`config.mk`:
```
export PLATFORM = sky130hd
export DESIGN_NAME = line_irq_counter
export DESIGN_NICKNAME = d
export VERILOG_FILES = /design/src/rtl/line_irq_counter.sv
export SDC_FILE = /design/constraint.sdc
export NUM_CORES = 1
export LEC_CHECK = 0
export ABC_AREA = 1
export BUFFER_PORTS_ARGS = -buffer_cell sky130_fd_sc_hd__buf_2
export CAP_MARGIN = 20
export CORE_MARGIN = 10
export CORE_UTILIZATION = 55
export CTS_CLUSTER_SIZE = 20
export DETAILED_ROUTE_END_ITERATION = 8
export PLACE_DENSITY = 0.86
export SETUP_SLACK_MARGIN = 0.15
export SYNTH_ARGS = -nofsm -noshare
export SYNTH_HDL_FRONTEND = slang
export SYNTH_SLANG_ARGS = --single-unit
export TNS_END_PERCENT = 10
```
`constraint.sdc`:
```
create_clock -name clk -period 1.7 [get_ports clk]
set_clock_uncertainty 0.1 [all_clocks]
set_input_delay 0.17 -clock clk [delete_from_list [all_inputs] [get_ports clk]]
set_output_delay 0.17 -clock clk [all_outputs]
set_load 0.01 [all_outputs]
```
`src/rtl/line_irq_counter.sv`:
```
module line_irq_counter #(
  parameter int CNT_W   = 8,
  parameter int LOW_MIN = 3
) (
  input  logic             clk,
  input  logic             rst_n,
  input  logic             cpu_ce,
  input  logic             gfx_a12,
  input  logic             wr_en,
  input  logic [1:0]       wr_sel,
  input  logic [CNT_W-1:0] wr_data,
  output logic             irq_pending
);
  localparam int LW = $clog2(LOW_MIN + 1);
  localparam logic [1:0] SEL_LATCH = 2'd0, SEL_RELOAD = 2'd1, SEL_ON = 2'd2, SEL_OFF = 2'd3;

  logic             a12_q;
  logic [LW-1:0]    low_cnt;
  logic [CNT_W-1:0] reload_val, cnt, cnt_next;
  logic             reload_flag, irq_en;

  wire armed     = (low_cnt == LW'(LOW_MIN));
  wire step      = gfx_a12 & ~a12_q & armed;
  wire wr_latch  = wr_en && (wr_sel == SEL_LATCH);
  wire wr_reload = wr_en && (wr_sel == SEL_RELOAD);
  wire wr_on     = wr_en && (wr_sel == SEL_ON);
  wire wr_off    = wr_en && (wr_sel == SEL_OFF);

  assign cnt_next = (cnt == '0 || reload_flag) ? reload_val : cnt - 1'b1;

  always_ff @(posedge clk) begin
    if (!rst_n) begin
      a12_q   <= 1'b1;
      low_cnt <= '0;
    end else begin
      a12_q <= gfx_a12;
      if (gfx_a12)
        low_cnt <= '0;
      else if (cpu_ce && !armed)
        low_cnt <= low_cnt + 1'b1;
    end
  end

  always_ff @(posedge clk) begin
    if (!rst_n) begin
      reload_val  <= '0;
      cnt         <= '0;
      reload_flag <= 1'b0;
      irq_en      <= 1'b0;
      irq_pending <= 1'b0;
    end else begin
      if (wr_latch) reload_val <= ~wr_data;
      if (wr_reload) begin
        cnt         <= '0;
        reload_flag <= 1'b1;
      end else if (step) begin
        cnt         <= cnt_next;
        reload_flag <= 1'b0;
      end
      if (wr_on)       irq_en <= 1'b1;
      else if (wr_off) irq_en <= 1'b0;
      if (wr_off)
        irq_pending <= 1'b0;
      else if (step && !wr_reload && cnt_next == '0 && irq_en)
        irq_pending <= 1'b1;
    end
  end
endmodule

```
==> flow_summary.ini <==
[placement]
pre_cts_ws_ps = -76.23
hpwl_um = 2052
numPortBuffers = 15
place_congestion = 0.8794
dp.cells = 217
placed_area_um2 = 1277

[power]
p_sw_mw = 0.2211
sw_frac_of_total_pct = 25.06
power_density_nw_per_um2 = 581.2
p_int_mw = 0.6610
pwr-share-clk_pct = 26.3
ir_worst_vdd_uv = 553.0
comb_power_share_pct = 12.4
p_seq_share_pct = 61.4
leakage_nw = 0.7664

[routing]
totalWireLength_um = 3277
drt_iter0_markers = 88
drt-wirelength-per-cell_um = 13.94
routed-via-count = 1252
first_pass_iters = 4
antenna_left = 0
via_per_inst = 5.328
drc = 0

[grt]
antenna_found_initial = 0
grt_pass1_wl_um = 5106
grt_overflow = 0
grt_pass1_vias = 1186
grt_usage_pct = 14.38
grt_max_degree = 17

[floorplanning]
design.die.area_um2 = 4385
initial_core_util_pct = 58.69
die_h_um = 66.22
core_um2 = 2002
num_rows = 16
fp.dieW_um = 66.22
io_pins = 16

[setup_path]
cpMaxStageDelayCell = dfxtp_2
required_ps = 1850
critical-path-max-stage-delay_ps = 350
critPathBufInv = 2
cpMostUsedCell = nand2_2
crit_path_cell_trace = inv_2 > ha_4 > inv_4 > nor2_4 > nand2_4 > nand2_8 > nand2_2 > nand2_2 > nand2_1 > nor2_1 > nand3_1 > a21oi_2
worstSetupPathType = reg -> reg
arrival_ps = 1870
cp_top_family = simple AND/OR/NAND/NOR gates
path_max_fanout = 7
crit_path_end_kind = flip-flop
worstSetupStartpointType = flip-flop

[yosys]
synthXorXnorAreaFrac_pct = 1.491
synth_nets = 195
async_flop_share_pct = 0
synth-adder-area-share_pct = 3.195
synth_compound_area_share_pct = 15.65
ys_types = 21
yosysTopAreaCell = dfxtp_1
avgSynthCellArea_um2 = 6.638
synth_area_um2 = 1175
ys.flop_type = dfxtp_1
synthCells = 177
synth_enable_flop_cells = 0
synthSimpleGateAreaFrac_pct = 30.14
yosys_warnings = 0
synth_mux_area_share_pct = 0
synth_area_leaders = dfxtp_1, nand2_1, inv_1
yosysTopAreaCellShare_pct = 37.49
synth_top_family_by_area = simple AND/OR/NAND/NOR gates
seq_area_frac_synth_pct = 37.49
synth_seq_cells = 22

[cells_and_area]
num-fill-cells = 142
drive_gt1_share_pct = 30.77
diodes = 0
num-nets-final = 228
area_growth_pct = 29.18
final_cells = 235
fin_area_um2 = 1518

[outcome]
violations = hold timing, setup timing
status = complete, but fails checks

[worst_hold_path]
hp-class = in -> reg

[sta]
fin_crit_ps = 1718
setup_ws_ps = -17.83
worst_pin_slew_ps = 436.7
hold_violations = 1
period_share_pct = 101.0
setup_viol = 1
fmax_mhz = 582.1
hold-worst-slack_ps = -4.265
grt_setup_unrepaired = yes
timing.slew.headroom_pct = 70.85
drv_slew = 0

[cts]
clk_path_buf_depth = 2
cts_buffers = 3
clockRootBuffer = clkbuf_4
cts_sinks = 22
clk_pin_slew_worst_paths_ps = 110
cts_htree_levels = 1
clk_latency_ps = 310
cts_tree = built

[flow_run]
max_cap_violations = 0
per-stage QoR:
stage | util [%] | hold slack (ps) | setup TNS, ps | total power, mW
global route | 75.81 | 13.54 | -98.01 | 0.9117
finish | 75.81 | -4.265 | -17.83 | 0.8821
CTS | 70.44 | 1.192 | 0 | 0.8626
floorplan | - | 160.0 | 0 | 0.5970
detailed placement | 63.81 | 247.6 | -76.23 | 0.6280
global placement | 63.81 | 243.0 | 0 | 0.6222
worst paths after layout:
kind	start	endpoint	slack, ps	cells after the start
hold / removal	gfx_a12	a12_q$_SDFF_PN1_	-4	3
hold reg to reg	low_cnt[1]$_SDFFE_PP0P_	low_cnt[1]$_SDFFE_PP0P_	380	2
setup / recovery	cnt[0]$_SDFFE_PP0P_	irq_pending$_SDFFE_PP0P_	-20	12
setup reg to reg	cnt[0]$_SDFFE_PP0P_	irq_pending$_SDFFE_PP0P_	-20	12
cell usage after synthesis (all sizes together), types with 3 or more instances:
cell and number:
nand2 48, inv 34, dfxtp 22, a21oi 20, o21ai 16, nand3 13
nor2 13, buf 3, ha 3
registers in the layout (all words and copies together) (netlist names):
| name | cells |
|---|---|
| low_cnt | 2 |
| reload_flag | 1 |
| irq_pending | 1 |
| reload_val | 8 |
| cnt | 8 |
| a12_q | 1 |
| irq_en | 1 |
power by group through the flow:
stage / clock network (mW) / logic (mW) / registers [mW]
after floorplan: 0 / 0.0495 / 0.548
after global placement: 0 / 0.0729 / 0.549
after detailed placement: 0 / 0.0778 / 0.550
after CTS: 0.231 / 0.0927 / 0.539
after global routing: 0.250 / 0.120 / 0.542
final: 0.232 / 0.109 / 0.541
area by class of cell:
class | instances | area (um2) | share of cell area, %
clock buffers | 3 | 22.52 | 1.484
inverters | 34 | 130.1 | 8.574
multi-input cells | 119 | 678.2 | 44.68
flip-flops and latches | 22 | 445.4 | 29.35
well taps | 27 | 33.78 | 2.226
repair buffers | 30 | 207.7 | 13.69
what timing repair did:
item	in CTS	in global routing
resized for setup	9	23
setup buffers	2	4
endpoints found under the setup margin	8	9
hold endpoints to repair	8	0
gates cloned	0	1
pin swaps	2	10
hold buffers	8	0
placed cells by master, fill, tap and decap left out:
cell type / netlist / routed
nand2_1: 44 / 33
inv_1: 27 / 24
a21oi_1: 19 / 19
dfxtp_1: 22 / 18
buf_2: 2 / 15
o21ai_0: 16 / 13
nand2_2: 2 / 12
nand3_1: 13 / 11
nor2_1: 12 / 10
inv_2: 7 / 9
dlygate4sd3_1: 0 / 8
buf_4: 0 / 7
dfxtp_2: 0 / 4
nand2_4: 1 / 3
o21ai_1: 0 / 3
clkbuf_4: 0 / 3
nor2_4: 1 / 2
nand3_2: 0 / 2
inv_4: 0 / 1
nand2_8: 1 / 1
nand3b_1: 1 / 1
nor3_4: 0 / 1
xor2_1: 1 / 1
xnor2_1: 1 / 1
nand4_1: 1 / 1
nor2_2: 0 / 1
a21oi_2: 1 / 1
ha_4: 0 / 1
ha_2: 0 / 1
ha_1: 3 / 1
per-layer routing:
layer / GRT usage [%] / vias up / wire length, um / share of wire, %
li1: - / 619 / - / -
met5: 0 / - / 0 / 0
met3: 4.237 / 11 / 239 / 7.3
met2: 26.67 / 48 / 1746 / 53
met4: 4.712 / 0 / 90 / 2.7
met1: 14.92 / 574 / 1200 / 37
logic make-up (layout without fill, tap and decap cells):
kind of cell | Yosys count | in the layout
buffers and inverters | 37 | 67
AOI/OAI and AO/OA | 36 | 36
adders and majority gates | 3 | 3
and+or+nand+nor | 77 | 78
xor gates and xnor gates | 2 | 2
DFF | 22 | 22
worst reg2reg max path: cells and delay by family (launching register included):
family          cells  cell delay [ps]
flops               1              350
buf+inv             2              120
compound gates      1              140
fa+ha+maj           1              140
simple gates        8              810
No activity file was read; power rests on OpenSTA's default activity.
